### src/rtl/ra_pkg.sv
// Package: shared types for the runahead mode controller.
// Assumes: nothing beyond IEEE 1800-2017.
package ra_pkg;
    typedef enum logic [0:0] {
        MODE_NORMAL = 1'b0,
        MODE_AHEAD  = 1'b1
    } ra_mode_e;
endpackage

### src/rtl/ra_mode_fsm.sv
// Module: ra_mode_fsm
// Holds the normal/speculative mode, the restart address and the saved
// history snapshot. Drives the checkpoint and restore strobes, and the
// one-cycle-late refetch request.
// Assumes: `enter` is only meaningful for a valid missing load at the head;
// a return strobe outside speculative mode is ignored.
module ra_mode_fsm
    import ra_pkg::*;
#(
    parameter int PC_W  = 32,
    parameter int GH_W  = 12,
    parameter int RAS_W = 4
) (
    input  logic             clk,
    input  logic             rst_n,
    input  logic             enter,
    input  logic             ret_strobe,
    input  logic [PC_W-1:0]  trig_pc,
    input  logic [GH_W-1:0]  hist_in,
    input  logic [RAS_W-1:0] ras_in,
    output logic             ahead,
    output logic             ckpt_take,
    output logic             restore,
    output logic             refetch_valid,
    output logic [PC_W-1:0]  refetch_pc,
    output logic [GH_W-1:0]  hist_out,
    output logic [RAS_W-1:0] ras_out
);
    ra_mode_e         mode_q;
    logic [PC_W-1:0]  pc_q;
    logic [GH_W-1:0]  hist_q;
    logic [RAS_W-1:0] ras_q;
    logic             refetch_q;

    // Purpose: decode the mode-change strobes for this cycle.
    always_comb begin
        ahead     = (mode_q == MODE_AHEAD);
        ckpt_take = !ahead && enter;
        restore   = ahead && ret_strobe;
    end

    // Purpose: advance the mode and arm the refetch after a restore.
    always_ff @(posedge clk) begin
        if (!rst_n) begin
            mode_q    <= MODE_NORMAL;
            refetch_q <= 1'b0;
        end else begin
            refetch_q <= restore;
            if (restore)
                mode_q <= MODE_NORMAL;
            else if (ckpt_take)
                mode_q <= MODE_AHEAD;
        end
    end

    // Purpose: capture the restart address and snapshot on entry only.
    always_ff @(posedge clk) begin
        if (!rst_n) begin
            pc_q   <= '0;
            hist_q <= '0;
            ras_q  <= '0;
        end else if (ckpt_take) begin
            pc_q   <= trig_pc;
            hist_q <= hist_in;
            ras_q  <= ras_in;
        end
    end

    assign refetch_valid = refetch_q;
    assign refetch_pc    = pc_q;
    assign hist_out      = hist_q;
    assign ras_out       = ras_q;
endmodule

### src/rtl/ra_inv_tracker.sv
// Module: ra_inv_tracker
// One invalid bit per architectural register. Computes the poison status
// of the retire head and the invalid status of the branch operands.
// Assumes: the caller gates wr_en so that writes happen only for retiring
// instructions that touch speculative state; clear_all wins over a write.
module ra_inv_tracker #(
    parameter int NREG  = 16,
    parameter int REG_W = $clog2(NREG)
) (
    input  logic             clk,
    input  logic             rst_n,
    input  logic             clear_all,
    input  logic             wr_en,
    input  logic [REG_W-1:0] wr_idx,
    input  logic             wr_inv,
    input  logic [REG_W-1:0] src_a,
    input  logic             src_a_used,
    input  logic [REG_W-1:0] src_b,
    input  logic             src_b_used,
    input  logic             head_miss_load,
    input  logic [REG_W-1:0] br_a,
    input  logic [REG_W-1:0] br_b,
    output logic             head_poison,
    output logic             br_inv,
    output logic [NREG-1:0]  inv_vec
);
    logic [NREG-1:0] inv_q;

    // Purpose: one flop per register, cleared on restore, written on retire.
    for (genvar g = 0; g < NREG; g++) begin : g_inv
        always_ff @(posedge clk) begin
            if (!rst_n || clear_all)
                inv_q[g] <= 1'b0;
            else if (wr_en && (wr_idx == REG_W'(g)))
                inv_q[g] <= wr_inv;
        end
    end

    // Purpose: poison the head on an invalid source or a missing load.
    always_comb begin
        head_poison = (src_a_used && inv_q[src_a])
                   || (src_b_used && inv_q[src_b])
                   || head_miss_load;
        br_inv      = inv_q[br_a] || inv_q[br_b];
    end

    assign inv_vec = inv_q;
endmodule

### src/rtl/ra_branch_unit.sv
// Module: ra_branch_unit
// Filters branch resolutions: a branch that depends on an invalid operand
// keeps its prediction; a branch with valid operands that mispredicted
// flushes younger work and redirects fetch.
// Assumes: `suppress` is high in cycles owned by restore or refetch.
module ra_branch_unit #(
    parameter int PC_W = 32
) (
    input  logic            br_valid,
    input  logic            br_mispred,
    input  logic [PC_W-1:0] br_target,
    input  logic            br_inv,
    input  logic            suppress,
    output logic            flush_young,
    output logic            br_redirect,
    output logic [PC_W-1:0] br_pc
);
    // Purpose: decide whether this resolution acts on the pipeline.
    always_comb begin
        flush_young = br_valid && br_mispred && !br_inv && !suppress;
        br_redirect = flush_young;
        br_pc       = br_target;
    end
endmodule

### src/rtl/runahead_ctrl.sv
// Module: runahead_ctrl (top)
// Mode controller for a core that runs ahead past a second-level miss.
// Ties the mode FSM, the invalid-bit tracker and the branch filter, and
// drives retire, commit and fetch-redirect decisions.
// Assumes: one retire-head instruction and one branch resolution per cycle;
// snapshot storage for the register file lives outside and follows
// ckpt_take/restore.
module runahead_ctrl #(
    parameter int NREG  = 16,
    parameter int PC_W  = 32,
    parameter int GH_W  = 12,
    parameter int RAS_W = 4,
    parameter int REG_W = $clog2(NREG)
) (
    input  logic             clk,
    input  logic             rst_n,
    input  logic             rh_valid,
    input  logic [PC_W-1:0]  rh_pc,
    input  logic             rh_is_load,
    input  logic             rh_l2_miss,
    input  logic             rh_dst_we,
    input  logic [REG_W-1:0] rh_dst,
    input  logic [REG_W-1:0] rh_src_a,
    input  logic             rh_src_a_used,
    input  logic [REG_W-1:0] rh_src_b,
    input  logic             rh_src_b_used,
    output logic             rh_retire,
    output logic             rh_poison,
    output logic             rh_commit,
    input  logic             miss_return,
    input  logic             br_valid,
    input  logic [REG_W-1:0] br_src_a,
    input  logic [REG_W-1:0] br_src_b,
    input  logic             br_mispred,
    input  logic [PC_W-1:0]  br_target,
    input  logic [GH_W-1:0]  cur_hist,
    input  logic [RAS_W-1:0] cur_ras_tos,
    output logic             ckpt_take,
    output logic             restore,
    output logic             flush_all,
    output logic             flush_young,
    output logic [GH_W-1:0]  restore_hist,
    output logic [RAS_W-1:0] restore_ras_tos,
    output logic             redirect_valid,
    output logic [PC_W-1:0]  redirect_pc,
    output logic             mode_ahead,
    output logic [NREG-1:0]  inv_vec
);
    logic            head_miss;
    logic            head_poison;
    logic            br_inv;
    logic            inv_wr_en;
    logic            refetch_valid;
    logic [PC_W-1:0] refetch_pc;
    logic            br_redirect;
    logic [PC_W-1:0] br_pc;

    // Purpose: identify a missing load at the head.
    assign head_miss = rh_valid && rh_is_load && rh_l2_miss;

    ra_mode_fsm #(
        .PC_W (PC_W),
        .GH_W (GH_W),
        .RAS_W(RAS_W)
    ) u_fsm (
        .clk          (clk),
        .rst_n        (rst_n),
        .enter        (head_miss),
        .ret_strobe   (miss_return),
        .trig_pc      (rh_pc),
        .hist_in      (cur_hist),
        .ras_in       (cur_ras_tos),
        .ahead        (mode_ahead),
        .ckpt_take    (ckpt_take),
        .restore      (restore),
        .refetch_valid(refetch_valid),
        .refetch_pc   (refetch_pc),
        .hist_out     (restore_hist),
        .ras_out      (restore_ras_tos)
    );

    // Purpose: retire decisions; restore flushes the head, so it never retires.
    always_comb begin
        rh_retire = rh_valid && !restore;
        rh_poison = rh_retire && head_poison;
        rh_commit = rh_retire && !mode_ahead && !head_poison && rh_dst_we;
        inv_wr_en = rh_retire && rh_dst_we && (mode_ahead || ckpt_take);
        flush_all = restore;
    end

    ra_inv_tracker #(
        .NREG (NREG),
        .REG_W(REG_W)
    ) u_inv (
        .clk           (clk),
        .rst_n         (rst_n),
        .clear_all     (restore),
        .wr_en         (inv_wr_en),
        .wr_idx        (rh_dst),
        .wr_inv        (head_poison),
        .src_a         (rh_src_a),
        .src_a_used    (rh_src_a_used),
        .src_b         (rh_src_b),
        .src_b_used    (rh_src_b_used),
        .head_miss_load(head_miss),
        .br_a          (br_src_a),
        .br_b          (br_src_b),
        .head_poison   (head_poison),
        .br_inv        (br_inv),
        .inv_vec       (inv_vec)
    );

    ra_branch_unit #(
        .PC_W(PC_W)
    ) u_br (
        .br_valid   (br_valid),
        .br_mispred (br_mispred),
        .br_target  (br_target),
        .br_inv     (br_inv),
        .suppress   (restore || refetch_valid),
        .flush_young(flush_young),
        .br_redirect(br_redirect),
        .br_pc      (br_pc)
    );

    // Purpose: the refetch after a restore takes the redirect port first.
    always_comb begin
        redirect_valid = refetch_valid || br_redirect;
        redirect_pc    = refetch_valid ? refetch_pc : br_pc;
    end
endmodule

### config.mk
export PLATFORM = sky130hd
export DESIGN_NAME = runahead_ctrl
export DESIGN_NICKNAME = d
export VERILOG_FILES = /design/src/rtl/ra_pkg.sv /design/src/rtl/ra_mode_fsm.sv /design/src/rtl/ra_inv_tracker.sv /design/src/rtl/ra_branch_unit.sv /design/src/rtl/runahead_ctrl.sv
export SDC_FILE = /design/constraint.sdc
export NUM_CORES = 1
export LEC_CHECK = 0
export BUFFER_PORTS_ARGS = -buffer_cell sky130_fd_sc_hd__buf_2
export CAP_MARGIN = 5
export CORE_MARGIN = 1.5
export CORE_UTILIZATION = 40
export DETAILED_ROUTE_END_ITERATION = 12
export PLACE_DENSITY_LB_ADDON = 0.3
export SYNTH_ARGS = -nofsm -noshare
export SYNTH_HDL_FRONTEND = slang
export SYNTH_SLANG_ARGS = --single-unit
### constraint.sdc
create_clock -name clk -period 2 [get_ports clk]
set_input_delay 0.3 -clock clk [delete_from_list [all_inputs] [get_ports clk]]
set_output_delay 0.3 -clock clk [all_outputs]
set_load 0.02 [all_outputs]
==> impl_metrics.py, run 1 <==
metrics = {
    "floorplan": {
        "ios": 184,
        "die_area_mm2": 0.009396,
        "rows": 34,
        "initial_core_util": 0.4087,
        "die_w_um": 96.94,
        "core_region_area_mm2": 0.008636,
        "die_h_um": 96.94,
    },
    "sta": {
        "setup_viol": 9,
        "worstMarginPinSlew_ns": 0.4924,
        "fin_skew_ns": 0.01099,
        "finalMaxSlewViolations": 0,
        "fin_crit_sh": 1.231,
        "rsz0062_at_grt": "yes",
        "slew_headroom": 0.6717,
        "fin_crit_ns": 2.463,
        "fmax_mhz": 406.1,
        "hold_viol_final": 0,
        "worst_slack_ns": -0.4627,
    },
    "power": {
        "total_power_mw": 3.007,
        "p_leak_nw": 2.269,
        "peakVddDrop_mv": 0.2950,
        "power.density_mw_per_mm2": 592.3,
    },
    "global_route": {
        "grt_max_degree": 50,
        "grt_pass1_vias": 3538,
        "grt_pass1_wl_um": 16880,
        "grt_overflow": 0,
        "grt_usage": 0.2204,
        "antenna_found_initial": 1,
    },
    "clock_tree": {
        "cts-root-buf": "clkbuf_8",
        "htreeDepth": 3,
        "cts_num_sinks": 66,
        "clockBufferDepth": 2,
        "cts_tree": "built",
        "cts_buffers": 9,
        "clk_pin_slew_ns": 0.07,
        "clock_latency_ns": 0.32,
        "cts_hold_buf": 0,
    },
    "finish": {
        "syn_to_final_growth_pct": 43.85,
        "drive_above_1_share": 0.5299,
        "nets": 709,
        "utilization": 0.5879,
        "final_cell_mix": "buf_2 (180), nand2_1 (101), dfxtp_1 (53)",
        "layout_commonest_cell": "buf_2",
    },
    "synthesis": {
        "synth_top_area_share": 0.3743,
        "syn_nets": 497,
        "ys_seq_area_frac": 0.3743,
        "synth_cell_types": 39,
        "syn_inst": 386,
        "synth_area_mm2": 0.003530,
        "avgSynthCellArea_um2": 9.144,
        "ys_async_sr_fraction": 0,
        "yosys.area.top_type": "dfxtp_1",
        "synth_ff_type": "dfxtp_1",
        "ys_ff_latch": 66,
        "yosysWarnings": 0,
        "synth_enable_flop_cells": 0,
        "synthTopCellsByArea": "dfxtp_1 (37%), nand2_1 (11%), mux2_2 (11%)",
    },
    "critical_path": {
        "reg2reg_slack_ns": -0.08,
        "slowest_stage": "mux4_2",
        "arrival_ns": 2.16,
        "slowest_delay_ns": 0.48,
        "critPathMaxFanout": 6,
        "r2r-start": "u_inv.inv_vec[13]$_SDFFE_PP0P_",
        "critPathKind": "flop to primary output",
        "cp_num_cells": 5,
        "required_ns": 1.70,
        "r2r_end": "u_inv.inv_vec[0]$_SDFFE_PP0P_",
        "r2r_cells": 7,
        "critPathBufInv": 1,
        "cp-end-kind": "primary output",
        "cp_top_family": "simple AND/OR/NAND/NOR gates",
        "start_kind": "flop",
        "crit_chain": "mux4_2 -> o211a_1 -> nor4_4 -> and3_4 -> buf_4",
    },
    "routing": {
        "drt-total-wl_um": 10390,
        "dr_wl_met2_um": 5023,
        "highest_layer": "met4",
        "vias": 3610,
        "drt-met1-wl_um": 4462,
        "route.detailed.drc": 0,
        "viasPerCell": 5.077,
        "initialDrtViolationCount": 115,
        "wl_per_cell_um": 14.61,
        "wl_met3_um": 711,
        "drt_first_pass_iters": 4,
        "ant_nets": 0,
    },
    "job": {
        "cap_violations": 0,
    },
    "placement": {
        "place_hpwl_um": 7908,
        "port_buffers": 183,
        "gp_congestion": 0.8436,
    },
    "status": {
        "violations": "negative setup slack",
        "status": "finished with violations",
    },
    "hold_path": {
        "hp-start": "rh_pc[0]",
        "worstHoldPathType": "input pin to flop",
        "min_to": "u_fsm.refetch_pc[0]$_SDFFE_PN0P_",
        "hold-path-cell-count": 3,
    },
}
power by group:
group	internal (mW)	total [mW]	switching (mW)	leakage, nW
clock network	0.598	1.09	0.490	0.0942
logic	0.267	0.552	0.285	1.63
registers	1.35	1.37	0.0207	0.542
total	2.21	3.01	0.795	2.27
per-layer routing:
metal,vias to the layer above,GRT usage
met5,-,0
met3,14,0.04986
met1,1668,0.2782
li1,1784,-
met4,0,0.08361
met2,144,0.3669
through the flow:
stage          hold slack [ns]  worst slack (ns)  cells  cell area, um2  setup TNS, ns
2_1_floorplan           0.4316          -0.08961    386            3585        -0.1523
3_3_place_gp            0.4382           -0.2396    691            4821        -0.8411
3_5_place_dp            0.4457           -0.3169    691            4821         -1.818
4_1_cts                 0.1820           -0.4622    709            5064         -1.739
5_1_grt                 0.1895           -0.5643    711            5077         -3.595
6_report                0.2013           -0.4627    711            5077         -1.972
worst register-to-register path, cell delays in order (launching register included):
cell	delay (ns)
dfxtp_2	0.37
mux4_2	0.48
o211a_1	0.25
nor4_4	0.37
buf_4	0.18
buf_4	0.09
buf_4	0.14
a211oi_2	0.08
cell usage after synthesis (2+ instances only):
| library cell | number |
|---|---|
| mux2_2 | 33 |
| nand2b_1 | 4 |
| buf_4 | 2 |
| mux2i_1 | 5 |
| clkbuf_1 | 21 |
| mux4_2 | 12 |
| and2_1 | 2 |
| and3_1 | 2 |
| a211oi_2 | 10 |
| a21boi_0 | 17 |
| a2111oi_0 | 2 |
| dfxtp_1 | 66 |
| a21boi_1 | 31 |
| nor2_1 | 31 |
| nor2b_1 | 4 |
| inv_1 | 6 |
| nor3b_1 | 3 |
| nand2_1 | 101 |
| mux2_1 | 2 |
| nand3_1 | 2 |
| a211oi_1 | 6 |
| nor3_1 | 4 |
| o2111ai_1 | 4 |
registers in the layout, summed over array words and instances (netlist names):
name and flops:
u_inv.inv_vec 16, u_fsm.ras_out 4, u_fsm.refetch_valid 1, u_fsm.refetch_pc 32, u_fsm.ahead 1, u_fsm.hist_out 12
cell families after synthesis:
logic type	count (synthesis)	share of synthesized area
flip-flops	66	0.3743
multiplexers	53	0.2099
AO/OA/AOI/OAI	78	0.1868
buffers and inverters	31	0.03722
AND/OR/NAND/NOR	158	0.1918
area by class of cell:
cell class / instances / area (um2)
Inverter: 7 / 26.28
Antenna cell: 1 / 2.502
Clock buffer: 10 / 137.6
Tap cell: 108 / 135.1
Timing Repair Buffer: 225 / 1266
Fill cell: 799 / 3558
Clock inverter: 5 / 55.05
Sequential cell: 66 / 1340
Multi-Input combinational cell: 289 / 2115
worst max path at each step:
stage	start	slack, ns	endpoint
5_1_grt	u_inv.inv_vec[7]$_SDFFE_PP0P_	-0.56	rh_commit
3_5_place_dp	rh_src_b[1]	-0.32	rh_poison
3_3_place_gp	rh_src_b[1]	-0.24	rh_poison
6_report	u_inv.inv_vec[13]$_SDFFE_PP0P_	-0.46	rh_commit
4_1_cts	u_inv.inv_vec[8]$_SDFFE_PP0P_	-0.46	rh_commit
2_1_floorplan	u_inv.inv_vec[7]$_SDFFE_PP0P_	-0.09	rh_commit
what timing repair did:
action / in CTS / in global routing
buffers inserted: 3 / 2
resized for setup: 12 / 2
setup endpoints to repair: 4 / 20
pin swaps: 3 / 1
Note: power is estimated with default switching activity, not from simulation.
==> run 2: changes to the inputs <==
CORE_UTILIZATION = 41   (was 40)
==> run 2 against run 1 <==
  * The run still ends with negative setup slack left
  * Combinational power decreased by 2%
  * Critical path depth rose by 2
  * Clock skew up 0.0011 ns
  * Critical path type unchanged
  * Highest routed layer unchanged
==> impl_metrics.py, run 2 (synthesis results as in run 1) <==
metrics = {
    "status": {
        "status": "finished with violations",
        "violations": "negative setup slack",
    },
    "sta": {
        "fmax_mhz": 413.4,
        "worst_slack_ns": -0.4192,
        "rsz0062_at_grt": "yes",
        "finalMaxSlewViolations": 0,
        "fin_crit_sh": 1.210,
        "setup_viol": 4,
        "hold_viol_final": 0,
        "slew_headroom": 0.6746,
        "fin_crit_ns": 2.419,
        "fin_skew_ns": 0.01211,
        "finalSetupTns_ns": -1.637,
        "worstMarginPinSlew_ns": 0.4881,
    },
    "floorplan": {
        "rows": 33,
        "initial_core_util": 0.4274,
        "die_h_um": 95.79,
        "ios": 184,
        "die_area_mm2": 0.009175,
        "die_w_um": 95.79,
        "core_region_area_mm2": 0.008258,
    },
    "finish": {
        "largest_reg_flops": 32,
        "finalNonFillerCells": 702,
        "final_cell_mix": "buf_2 (179), nand2_1 (101), dfxtp_1 (52)",
        "drive_above_1_share": 0.5310,
        "diodes": 0,
        "syn_to_final_growth_pct": 42.75,
        "nets": 704,
        "layout_commonest_cell": "buf_2",
    },
    "clock_tree": {
        "clock_latency_ns": 0.34,
        "cts_tree": "built",
        "clockBufferDepth": 2,
        "htreeDepth": 3,
        "cts_num_sinks": 66,
        "cts_buffers": 9,
        "cts_hold_buf": 0,
        "cts-root-buf": "clkbuf_8",
        "clk_pin_slew_ns": 0.08,
    },
    "critical_path": {
        "crit_top_cell": "buf_4",
        "cp-end-kind": "primary output",
        "required_ns": 1.70,
        "arrival_ns": 2.12,
        "critPathKind": "flop to primary output",
        "critPathMaxFanout": 6,
        "start_kind": "flop",
        "crit_chain": "mux4_2 -> mux2i_1 -> nor3b_1 -> nor4_4 -> buf_4 -> nor2b_1 -> buf_4",
        "slowest_delay_ns": 0.47,
        "slowest_stage": "mux4_2",
    },
    "global_route": {
        "grt_pass1_vias": 3358,
        "antenna_found_initial": 0,
        "grt_max_degree": 49,
        "grt_pass1_wl_um": 15790,
        "grt_usage": 0.2241,
        "grt_overflow": 0,
    },
    "power": {
        "p_leak_nw": 2.241,
        "power.density_mw_per_mm2": 595.2,
        "total_power_mw": 2.999,
        "peakVddDrop_mv": 0.3269,
    },
    "routing": {
        "route.detailed.drc": 0,
        "viasPerCell": 5.114,
        "initialDrtViolationCount": 142,
        "ant_nets": 0,
        "drt-total-wl_um": 10240,
        "vias": 3590,
        "drt_first_pass_iters": 4,
        "wl_per_cell_um": 14.59,
    },
    "placement": {
        "place_hpwl_um": 7989,
        "port_buffers": 183,
        "dp.cells": 684,
        "gp_congestion": 0.8718,
    },
    "hold_path": {
        "worstHoldPathType": "input pin to flop",
    },
    "job": {
        "cap_violations": 0,
    },
}
==> run 2: cell count changes in the layout (fill, tap and decap cells not counted), moves of 2 or more <==
cell,previous run,this run
buf_6,2,4
dfxtp_4,1,4
buf_4,41,37
dfxtp_2,12,10
==> run 2: final timing paths <==
check / from / end / cells after the start / slack (ns)
max reg2reg: u_inv.inv_vec[5]$_SDFFE_PP0P_ / u_inv.inv_vec[8]$_SDFFE_PP0P_ / 6 / 0.03
max: u_inv.inv_vec[5]$_SDFFE_PP0P_ / rh_poison / 7 / -0.42
min reg2reg: u_fsm.hist_out[6]$_SDFFE_PN0P_ / u_fsm.hist_out[6]$_SDFFE_PN0P_ / 2 / 0.45
min: rh_pc[23] / u_fsm.refetch_pc[23]$_SDFFE_PN0P_ / 3 / 0.18
==> run 2: report_power, final <==
part | switching [mW] | internal [mW]
sequential | 0.0205 | 1.34
combinational | 0.283 | 0.258
clock | 0.522 | 0.572
total | 0.826 | 2.17
==> run 2: through the flow <==
| stage | utilization | cell area [um2] | hold slack [ns] | setup slack [ns] |
|---|---|---|---|---|
| finish | 0.6102 | 5039 | 0.1813 | -0.4192 |
| global route | 0.6102 | 5039 | 0.1668 | -0.5116 |
| CTS | 0.6058 | 5002 | 0.1734 | -0.4491 |
| detailed placement | 0.5782 | 4775 | 0.4425 | -0.2377 |
| global placement | 0.5782 | 4775 | 0.4376 | -0.1888 |
| floorplan | - | 3585 | 0.4316 | -0.08961 |
==> run 2: metal layers <==
layer / vias to the layer above / track usage / share of wire
met1: 1666 / 0.2663 / 0.43
met2: 139 / 0.3844 / 0.48
met3: 14 / 0.05766 / 0.071
met5: - / 0 / 0
li1: 1771 / - / -
met4: 0 / 0.08824 / 0.018
==> run 2: critical path, delay by kind of cell (launching register included) <==
kind                   cells  cell delay, ns
buffers and inverters      2            0.32
flip-flops                 1            0.37
AND/OR/NAND/NOR            3            0.47
multiplexers               2            0.62
==> run 2: final cells by class <==
type | instances | area [um2]
fillers | 735 | 3219
multi-input cells | 289 | 2122
flip-flops and latches | 66 | 1349
repair buffers | 220 | 1219
well taps | 105 | 131.4
clock buffers | 9 | 123.9
clock inverters | 6 | 67.56
inverters | 7 | 26.28
==> run 2: what timing repair did <==
action / 4_1_cts / 5_1_grt
buffers inserted: 2 / 1
endpoints found under the setup margin: 4 / 37
resized for setup: 10 / 10
pin swaps: 3 / 1
==> run 3: changes to the inputs <==
CORE_UTILIZATION = 46   (was 41)
PLACE_DENSITY = 0.81   (was not set)
PLACE_DENSITY_LB_ADDON = not set   (was 0.3)
clock period = 2.3 ns   (was 2 ns; I/O delays follow)
==> run 3 against run 2 <==
  * The flow still finishes with violations (negative setup slack)
  * Combinational power decreased by 14%
  * Register-to-register slack improved by 0.15 ns
  * Non-clock buffer count decreased by 12
  * Highest routed layer unchanged
==> impl_metrics.py, run 3 (synthesis results as in run 1) <==
metrics = {
    "clock_tree": {
        "htreeDepth": 3,
        "cts_tree": "built",
        "clk_pin_slew_ns": 0.07,
        "cts_buffers": 9,
        "cts_hold_buf": 0,
        "clockBufferDepth": 2,
        "clock_latency_ns": 0.33,
        "cts_num_sinks": 66,
        "cts-root-buf": "clkbuf_8",
    },
    "critical_path": {
        "arrival_ns": 2.16,
        "cp-end-kind": "primary output",
        "start_kind": "flop",
        "critPathKind": "flop to primary output",
        "critPathMaxFanout": 6,
        "required_ns": 1.96,
    },
    "placement": {
        "dp.cells": 660,
        "dp_slack_ns": -0.06647,
        "port_buffers": 183,
        "place_hpwl_um": 7484,
        "gp_congestion": 0.8997,
    },
    "global_route": {
        "grt_max_degree": 35,
        "grt_usage": 0.2441,
        "grt_pass1_wl_um": 16190,
        "antenna_found_initial": 0,
        "grt_overflow": 0,
        "grt_pass1_vias": 3465,
    },
    "routing": {
        "route.detailed.drc": 0,
        "drt_first_pass_iters": 5,
        "wl_per_cell_um": 15.61,
        "vias": 3673,
        "viasPerCell": 5.362,
        "drt-total-wl_um": 10690,
        "ant_nets": 0,
        "initialDrtViolationCount": 161,
    },
    "floorplan": {
        "die_w_um": 90.60,
        "die_area_mm2": 0.008207,
        "rows": 31,
        "ios": 184,
        "die_h_um": 90.60,
        "initial_core_util": 0.4815,
        "core_region_area_mm2": 0.007331,
    },
    "power": {
        "power.density_mw_per_mm2": 517.3,
        "peakVddDrop_mv": 0.3356,
        "p_leak_nw": 2.173,
    },
    "finish": {
        "finalNonFillerCells": 685,
        "diodes": 0,
        "layout_commonest_cell": "buf_2",
        "drive_above_1_share": 0.5171,
        "nFillCells": 586,
        "final_cell_mix": "buf_2 (179), nand2_1 (101), dfxtp_1 (56)",
        "syn_to_final_growth_pct": 40.69,
        "largest_reg_flops": 32,
        "nets": 692,
    },
    "sta": {
        "worstMarginPinSlew_ns": 0.4372,
        "slew_headroom": 0.7082,
        "hold_viol_final": 0,
        "finalSetupTns_ns": -0.6811,
        "fin_crit_ns": 2.506,
        "rsz0062_at_grt": "yes",
        "setup_viol": 4,
        "finalMaxSlewViolations": 0,
        "fin_skew_ns": 0.006523,
        "worst_slack_ns": -0.2064,
        "fin_crit_sh": 1.090,
        "fmax_mhz": 399.0,
    },
    "hold_path": {
        "worstHoldPathType": "input pin to flop",
    },
    "status": {
        "status": "finished with violations",
        "violations": "negative setup slack",
    },
    "job": {
        "cap_violations": 0,
    },
}
-- run 3: changes by cell type in the layout (fill, tap and decap cells not counted), sizes merged --
cell      previous run  this run
clkinv               2         0
buf                220       208
inv                  8         7
clkinvlp             2         3
clkbuf               9        13
bufinv               1         0
-- run 3: layout make-up --
class | instances | area [um2] | area share
Clock buffer | 13 | 168.9 | 0.03401
Clock inverter | 3 | 22.52 | 0.004535
Inverter | 7 | 26.28 | 0.005291
Multi-Input combinational cell | 289 | 2140 | 0.4308
Sequential cell | 66 | 1344 | 0.2706
Tap cell | 99 | 123.9 | 0.02494
Timing Repair Buffer | 208 | 1141 | 0.2298
-- run 3: worst max-delay path, stage by stage, from the launching register on --
cell     delay, ns
dfxtp_4       0.37
mux4_2        0.46
mux2i_1       0.21
nor3b_2       0.09
nor4_4        0.35
and3_1        0.23
buf_6         0.12
-- run 3: path summary, 6_finish.rpt --
path,startpoint,slack (ns),cells after the start,endpoint
min,cur_hist[8],0.24,3,u_fsm.hist_out[8]$_SDFFE_PN0P_
max reg2reg,u_inv.inv_vec[7]$_SDFFE_PP0P_,0.18,7,u_inv.inv_vec[8]$_SDFFE_PP0P_
min reg2reg,u_fsm.refetch_pc[10]$_SDFFE_PN0P_,0.45,2,u_fsm.refetch_pc[10]$_SDFFE_PN0P_
max,u_inv.inv_vec[7]$_SDFFE_PP0P_,-0.21,6,rh_commit
-- run 3: repair_timing --
| item | 4_1_cts | 5_1_grt |
|---|---|---|
| pin swaps | 4 | 4 |
| setup endpoints to repair | 4 | 4 |
| setup buffers | 7 | 2 |
| resized for setup | 20 | 12 |
-- run 3: metrics by stage --
step / cell area (um2) / hold slack [ns] / total power, mW / utilization
CTS: 4921 / 0.2267 / 2.590 / 0.6713
detailed placement: 4622 / 0.4431 / 1.663 / 0.6305
finish: 4966 / 0.2376 / 2.569 / 0.6774
global placement: 4622 / 0.4380 / 1.651 / 0.6305
global route: 4966 / 0.2358 / 2.688 / 0.6774
floorplan: 3553 / 0.4316 / 1.467 / -
-- run 3: report_power, final --
group	total (mW)	switching [mW]	internal [mW]	leakage [nW]
sequential	1.19	0.0183	1.17	0.541
combinational	0.466	0.251	0.215	1.54
clock	0.916	0.436	0.480	0.0879
-- run 3: routing by layer --
layer | global-route usage | vias to the layer above | share of wire
li1 | - | 1746 | -
met1 | 0.2850 | 1740 | 0.39
met2 | 0.4292 | 170 | 0.52
met3 | 0.06145 | 17 | 0.068
met4 | 0.08862 | 0 | 0.022
met5 | 0 | - | 0
